### config.mk
export PLATFORM = sky130hd
export DESIGN_NAME = phase_freq_det
export DESIGN_NICKNAME = d
export VERILOG_FILES = /design/src/rtl/pfd_pkg.sv /design/src/rtl/pfd_rst_sync.sv /design/src/rtl/pfd_edge_sync.sv /design/src/rtl/pfd_core.sv /design/src/rtl/phase_freq_det.sv
export SDC_FILE = /design/constraint.sdc
export NUM_CORES = 1
export LEC_CHECK = 0
export BUFFER_PORTS_ARGS = -buffer_cell sky130_fd_sc_hd__buf_2
export CAP_MARGIN = 5
export CORE_AREA = 3 3 40 42
export DETAILED_ROUTE_END_ITERATION = 7
export DIE_AREA = 0 0 43 45
export GPL_ROUTABILITY_DRIVEN = 0
export PLACE_DENSITY = 0.53
export SYNTH_ARGS = -nofsm -noshare
export SYNTH_HDL_FRONTEND = slang
export SYNTH_SLANG_ARGS = --single-unit
### constraint.sdc
create_clock -name clk -period 0.8 [get_ports clk]
set_input_delay 0.12 -clock clk [delete_from_list [all_inputs] [get_ports clk]]
set_output_delay 0.12 -clock clk [all_outputs]
set_load 0.01 [all_outputs]
### src/rtl/pfd_pkg.sv
package pfd_pkg;
  typedef enum logic [1:0] {
    ST_FLOAT = 2'b00,
    ST_UP    = 2'b01,
    ST_DN    = 2'b10
  } pump_state_t;
endpackage

### src/rtl/pfd_rst_sync.sv
module pfd_rst_sync #(
  parameter int STAGES = 2
) (
  input  logic clk,
  input  logic rst_n,
  output logic rst_sync_n
);
  logic [STAGES-1:0] shreg_q;

  always_ff @(posedge clk or negedge rst_n) begin
    if (!rst_n) shreg_q <= '0;
    else        shreg_q <= {shreg_q[STAGES-2:0], 1'b1};
  end

  assign rst_sync_n = shreg_q[STAGES-1];
endmodule

### src/rtl/pfd_edge_sync.sv
module pfd_edge_sync #(
  parameter int STAGES = 2
) (
  input  logic clk,
  input  logic rst_n,
  input  logic din,
  output logic rise
);
  logic [STAGES-1:0] chain_q;
  logic              prev_q;

  for (genvar g = 0; g < STAGES; g++) begin : g_stage
    if (g == 0) begin : g_first
      always_ff @(posedge clk or negedge rst_n) begin
        if (!rst_n) chain_q[g] <= 1'b0;
        else        chain_q[g] <= din;
      end
    end else begin : g_next
      always_ff @(posedge clk or negedge rst_n) begin
        if (!rst_n) chain_q[g] <= 1'b0;
        else        chain_q[g] <= chain_q[g-1];
      end
    end
  end

  always_ff @(posedge clk or negedge rst_n) begin
    if (!rst_n) prev_q <= 1'b0;
    else        prev_q <= chain_q[STAGES-1];
  end

  assign rise = chain_q[STAGES-1] & ~prev_q;
endmodule

### src/rtl/pfd_core.sv
module pfd_core
  import pfd_pkg::*;
(
  input  logic clk,
  input  logic rst_n,
  input  logic ref_rise,
  input  logic fb_rise,
  output logic up_en,
  output logic dn_en,
  output logic out_z,
  output logic lock_pulse
);
  pump_state_t state_q, state_nxt;
  logic        upd_en;

  // a lone edge advances the state; coincident edges cancel
  assign upd_en = ref_rise ^ fb_rise;

  always_comb begin
    state_nxt = state_q;
    case (state_q)
      ST_FLOAT: state_nxt = ref_rise ? ST_UP : ST_DN;
      ST_UP:    if (fb_rise)  state_nxt = ST_FLOAT;
      ST_DN:    if (ref_rise) state_nxt = ST_FLOAT;
      default:  state_nxt = ST_FLOAT;
    endcase
  end

  always_ff @(posedge clk or negedge rst_n) begin
    if (!rst_n) begin
      state_q    <= ST_FLOAT;
      up_en      <= 1'b0;
      dn_en      <= 1'b0;
      out_z      <= 1'b1;
      lock_pulse <= 1'b1;
    end else if (upd_en) begin
      state_q    <= state_nxt;
      up_en      <= (state_nxt == ST_UP);
      dn_en      <= (state_nxt == ST_DN);
      out_z      <= (state_nxt == ST_FLOAT);
      lock_pulse <= (state_nxt == ST_FLOAT);
    end
  end
endmodule

### src/rtl/phase_freq_det.sv
module phase_freq_det #(
  parameter int SYNC_STAGES = 2,
  parameter int RST_STAGES  = 2
) (
  input  logic clk,
  input  logic rst_n,
  input  logic ref_in,
  input  logic fb_in,
  output logic up_en,
  output logic dn_en,
  output logic out_z,
  output logic lock_pulse
);
  logic rst_sync_n;
  logic ref_rise;
  logic fb_rise;

  pfd_rst_sync #(.STAGES(RST_STAGES)) u_rst (
    .clk        (clk),
    .rst_n      (rst_n),
    .rst_sync_n (rst_sync_n)
  );

  pfd_edge_sync #(.STAGES(SYNC_STAGES)) u_ref_edge (
    .clk   (clk),
    .rst_n (rst_sync_n),
    .din   (ref_in),
    .rise  (ref_rise)
  );

  pfd_edge_sync #(.STAGES(SYNC_STAGES)) u_fb_edge (
    .clk   (clk),
    .rst_n (rst_sync_n),
    .din   (fb_in),
    .rise  (fb_rise)
  );

  pfd_core u_core (
    .clk        (clk),
    .rst_n      (rst_sync_n),
    .ref_rise   (ref_rise),
    .fb_rise    (fb_rise),
    .up_en      (up_en),
    .dn_en      (dn_en),
    .out_z      (out_z),
    .lock_pulse (lock_pulse)
  );
endmodule

==> flow_summary.ini, run 1 <==
[synthesis]
ys_types = 15
ys_ff_latch = 13
avgSynthCellArea_um2 = 15.6
synthTopCellsByArea = dfrtp_1 (66%), dfstp_2 (5.8%), xnor2_2 (3.6%), a21o_1 (3.3%), nand2b_4 (3.0%)
synthesis.area_um2 = 453
yosysWarnings = 0
yosysSeqAreaShare = 0.721
synthDominantCellAreaShare = 0.663
syn_inst = 29
synth_top_area_cell = dfrtp_1
syn_nets = 33

[power]
ir_drop_mv = 1.58
power_density_mw_per_mm2 = 2370
power.leakage_nw = 0.292

[sta]
fin_crit_ns = 1.07
setup_ws_ns = -0.270
finalCritPeriodShare = 1.34
maxSlewViolCount = 0
finalHoldViolCount = 0
finalSetupViolations = 9
fin_worst_skew_ns = 0.000351
rsz0062_at_grt = yes
setup_tns_ns = -1.61
max_freq_mhz = 935

[finish]
nNetsFinal = 49
layout_common_cells = dfrtp_1 (12), buf_2 (5), clkbuf_4 (3), dlygate4sd3_1 (3)
n_antenna_cell = 0
area_growth_pct = 29.0
utilization = 0.455
layout-drive-gt1-share = 0.386
nFillCells = 117
final_common_cell = dfrtp_1

[setup_path]
critPathSlowestCell = dfrtp_1
end_kind = flop
cp_data_required_time_ns = 1.00
crit_buf_inv = 0
worstPathArrival_ns = 1.27
r2r_start = u_ref_edge.chain_q[1]$_DFF_PN0_
path_class = flop to flop
path_cells = nor2b_4 > or2_0 > o221a_1
crit_family = flip-flops
crit_path_start_kind = flop
cp_max_fo = 5
reg2reg_depth = 3
r2r_slack_ns = -0.27
max_stage_delay_ns = 0.39
timing.rr.end = u_core.lock_pulse$_DFFE_PN1P_

[global_routing]
grt_first_pass_wirelength_um = 1050
grt_usage = 0.0807
grt_max_degree = 12
antenna_found_initial = 0
grt.overflow.total = 0
first_global_vias = 241

[routing]
vias = 260
ant_nets = 0
wirelength_um = 598
first_iter_violations = 5
firstDrtPassIters = 4
viasPerCell = 4.41
routedWlPerCell_um = 10.1
drc = 0

[floorplanning]
die_x_um = 43
die-area_mm2 = 0.00194
rows = 13
die_h_um = 45
coreArea_mm2 = 0.00128
start_util = 0.352
ios = 8

[clock_tree]
cts_num_sinks = 13
clockRootBuffer = clkbuf_4
clock_latency_ns = 0.27
clockBufferDepth = 2
htreeDepth = 1
cts_tree = yes
cts_made_buffers = 3
clk_pin_slew_ns = 0.07

[worst_hold_path]
min-delay-path-class = input pin to async pin

[job]
max-cap-violations = 0

[status]
violations = setup timing
status = complete, but fails checks

[place]
port_buffers = 7
## metrics by stage
stage	total power, mW	hold WS (ns)	instances	cell area [um^2]	worst slack, ns
after floorplan	0.897	-0.176	29	453	-0.207
after global placement	0.940	-0.0943	50	499	-0.241
after detailed placement	0.947	-0.0913	50	499	-0.263
after CTS	1.39	0.143	57	569	-0.290
after global routing	1.49	0.137	59	584	-0.347
final	1.39	0.163	59	584	-0.270
## worst max-delay path by stage
stage / depth (start not counted) / slack [ns] / startpoint / end
after global placement: 3 / -0.24 / u_ref_edge.chain_q[1]$_DFF_PN0_ / u_core.lock_pulse$_DFFE_PN1P_
after global routing: 3 / -0.35 / u_ref_edge.chain_q[1]$_DFF_PN0_ / u_core.lock_pulse$_DFFE_PN1P_
after detailed placement: 3 / -0.26 / u_ref_edge.chain_q[1]$_DFF_PN0_ / u_core.lock_pulse$_DFFE_PN1P_
final: 3 / -0.27 / u_ref_edge.chain_q[1]$_DFF_PN0_ / u_core.lock_pulse$_DFFE_PN1P_
after floorplan: 3 / -0.21 / u_ref_edge.chain_q[1]$_DFF_PN0_ / u_core.lock_pulse$_DFFE_PN1P_
after CTS: 3 / -0.29 / u_ref_edge.chain_q[1]$_DFF_PN0_ / u_core.lock_pulse$_DFFE_PN1P_
## cells by family (layout without fill, tap and decap cells)
group / after synthesis / count (layout) / synth area share
flip-flops: 13 / 13 / 0.721
XOR/XNOR: 2 / 2 / 0.0553
buffers and inverters: 3 / 18 / 0.0332
other: 1 / 1 / 0.00828
AO/OA/AOI/OAI: 5 / 5 / 0.0801
AND/OR/NAND/NOR: 5 / 5 / 0.102
## sequential cells by signal (all words and copies together), names as in the netlist
register,cells
u_core.state_q,2
u_fb_edge.chain_q,2
u_ref_edge.chain_q,2
u_rst.shreg_q,2
u_core.dn_en,1
u_core.lock_pulse,1
u_core.up_en,1
u_fb_edge.prev_q,1
u_ref_edge.prev_q,1
## report_power, final
part	internal, mW	leakage, nW	total [mW]	switching, mW
logic	0.137	0.120	0.217	0.0807
registers	0.732	0.155	0.784	0.0520
clock network	0.185	0.0177	0.385	0.200
## what timing repair did
| item | CTS | global route |
|---|---|---|
| hold buffers | 3 | 0 |
| setup endpoints to repair | 9 | 9 |
| resized for setup | 3 | 0 |
| pin swaps | 0 | 1 |
| hold endpoints to repair | 4 | 0 |
| buffers inserted | 0 | 2 |
## Yosys cell counts, drive strengths merged
cell,number
a21o,2
buf,1
conb,1
dfrtp,12
dfstp,1
inv,2
nand2b,1
nand3b,1
nor2b,1
nor3,1
o21ai,2
o221a,1
or2,1
xnor2,1
xor2,1
## layout make-up
class | count | area (um^2) | area share
multi-input cells | 13 | 111 | 0.191
flip-flops and latches | 13 | 327 | 0.559
clock inverters | 1 | 5.00 | 0.00857
repair buffers | 12 | 92.6 | 0.158
inverters | 2 | 7.51 | 0.0128
clock buffers | 3 | 22.5 | 0.0385
well taps | 15 | 18.8 | 0.0321
## worst register-to-register path: stages, from the launching register on
cell and delay, ns:
dfrtp_1 0.39, nor2b_4 0.15, or2_0 0.22, o221a_1 0.24
## layer usage
| metal | routed length, um | global-route usage | vias to the layer above | share of wire |
|---|---|---|---|---|
| met4 | 0 | 0.0361 | 0 | 0 |
| met1 | 245 | 0.0972 | 126 | 0.41 |
| met2 | 289 | 0.0988 | 10 | 0.48 |
| met3 | 62 | 0.0717 | 0 | 0.10 |
| li1 | - | - | 124 | - |
| met5 | 0 | 0 | - | 0 |
No activity file was read; power rests on OpenSTA's default activity.
==> run 2: changes to the inputs <==
--- a/config.mk
+++ b/config.mk
@@ -11,7 +11,7 @@
 export DETAILED_ROUTE_END_ITERATION = 7
 export DIE_AREA = 0 0 43 45
 export GPL_ROUTABILITY_DRIVEN = 0
-export PLACE_DENSITY = 0.53
+export PLACE_DENSITY = 0.55
 export SYNTH_ARGS = -nofsm -noshare
 export SYNTH_HDL_FRONTEND = slang
 export SYNTH_SLANG_ARGS = --single-unit
==> constraint.sdc (replaced) <==
create_clock -name clk -period 0.9 [get_ports clk]
set_input_delay 0.135 -clock clk [delete_from_list [all_inputs] [get_ports clk]]
set_output_delay 0.135 -clock clk [all_outputs]
set_load 0.01 [all_outputs]
==> run 2 against run 1 <==
Compared with the run above: the run still ends with setup timing left; global-route usage grew 0.77 points; register-to-register slack gained 0.12 ns; highest routed layer is now met4; final cell count grew 5.1%; clock power shrank 12%; critical path type is now flop to output pin; power shrank 9.5%; sequential power shrank 11%; critical endpoint is now lock_pulse.
==> flow_summary.ini, run 2 (synthesis gave the netlist of run 1 again) <==
[status]
status = complete, but fails checks
violations = setup timing

[setup_path]
cp_data_required_time_ns = 0.76
critPathSlowestCell = dfstp_2
r2r_slack_ns = -0.15
end_kind = output pin
path_class = flop to output pin
path_cells = buf_6
crit_family = flip-flops
crit_buf_inv = 1
cp_max_fo = 3
r2r_start = u_ref_edge.chain_q[1]$_DFF_PN0_
timing.rr.end = u_core.lock_pulse$_DFFE_PN1P_
reg2reg_depth = 3
max_stage_delay_ns = 0.56
worstPathArrival_ns = 0.93
crit_path_start_kind = flop

[sta]
rsz0062_at_grt = yes
finalCritPeriodShare = 1.18
maxSlewViolCount = 0
finalSetupViolations = 9
max_freq_mhz = 939
fin_crit_ns = 1.06
fin_worst_skew_ns = 0.00482
finalHoldViolCount = 0
setup_ws_ns = -0.165

[worst_hold_path]
min-delay-path-class = flop to async pin

[job]
max-cap-violations = 0

[clock_tree]
htreeDepth = 1
cts_made_buffers = 3
clockBufferDepth = 2
clk_pin_slew_ns = 0.07
cts_num_sinks = 13
clock_latency_ns = 0.27
clockRootBuffer = clkbuf_4
cts_tree = yes

[floorplanning]
ios = 8
rows = 13
die_h_um = 45
die-area_mm2 = 0.00194
start_util = 0.352
coreArea_mm2 = 0.00128
die_x_um = 43

[global_routing]
grt_max_degree = 12
grt.overflow.total = 0
grt_usage = 0.0884
grt_first_pass_wirelength_um = 1130
first_global_vias = 268
antenna_found_initial = 0

[place]
placed_area_um2 = 499
port_buffers = 7

[routing]
first_iter_violations = 0
vias = 257
viasPerCell = 4.15
routedWlPerCell_um = 10.5
firstDrtPassIters = 1
drc = 0
wirelength_um = 651
ant_nets = 0

[power]
total_power_mw = 1.26
power.leakage_nw = 0.306
ir_drop_mv = 0.824
power_density_mw_per_mm2 = 2030

[finish]
layout-drive-gt1-share = 0.447
nNetsFinal = 52
area_growth_pct = 36.5
layout_common_cells = dfrtp_1 (12), buf_2 (5), buf_4 (5)
final_common_cell = dfrtp_1
design_area_um2 = 618
n_antenna_cell = 0
run 2: changes by cell type in the layout (fill, tap and decap cells not counted), sizes merged:
cell,delta
buf,+3
clkinv,-1
clkbuf,+1
run 2: where the power goes:
group	leakage [nW]	internal [mW]	switching, mW	total, mW
clock	0.0150	0.171	0.168	0.339
sequential	0.155	0.651	0.0466	0.698
combinational	0.137	0.140	0.0775	0.218
total	0.306	0.963	0.292	1.26
run 2: repair_timing:
item / 4_1_cts / 5_1_grt
endpoints found under the hold margin: 4 / 0
gates resized for setup: 4 / 2
setup endpoints to repair: 9 / 9
setup buffers: 4 / 1
hold buffers: 3 / 0
run 2: worst max-delay path by stage:
stage / cells past startpoint / end / from / slack [ns]
after floorplan: 3 / u_core.lock_pulse$_DFFE_PN1P_ / u_ref_edge.chain_q[1]$_DFF_PN0_ / -0.11
after global placement: 3 / u_core.lock_pulse$_DFFE_PN1P_ / u_ref_edge.chain_q[1]$_DFF_PN0_ / -0.13
after detailed placement: 3 / u_core.lock_pulse$_DFFE_PN1P_ / u_ref_edge.chain_q[1]$_DFF_PN0_ / -0.14
after CTS: 1 / lock_pulse / u_core.lock_pulse$_DFFE_PN1P_ / -0.18
after global routing: 3 / u_core.lock_pulse$_DFFE_PN1P_ / u_ref_edge.chain_q[1]$_DFF_PN0_ / -0.21
final: 1 / lock_pulse / u_core.lock_pulse$_DFFE_PN1P_ / -0.16
run 2: cell type report:
cell class | instances | area [um^2]
Fill cell | 115 | 667
Sequential cell | 13 | 327
Multi-Input combinational cell | 13 | 124
Timing Repair Buffer | 15 | 115
Clock buffer | 4 | 26.3
Tap cell | 15 | 18.8
Inverter | 2 | 7.51
run 2: routing by layer:
metal | up-vias | global-route usage | routed length (um)
li1 | 126 | - | -
met1 | 122 | 0.0897 | 270
met2 | 7 | 0.135 | 341
met3 | 2 | 0.0239 | 35
met4 | 0 | 0.108 | 4
met5 | - | 0 | 0
run 2: through the flow:
step	std cells	setup TNS, ns	hold WS [ns]	setup slack (ns)	utilization
after CTS	61	-0.873	0.160	-0.176	0.465
after global placement	50	-0.252	-0.0806	-0.129	0.389
after floorplan	29	-0.169	-0.161	-0.107	-
after detailed placement	50	-0.426	-0.0772	-0.143	0.389
final	62	-0.790	0.169	-0.165	0.481
after global routing	62	-1.21	0.163	-0.208	0.481
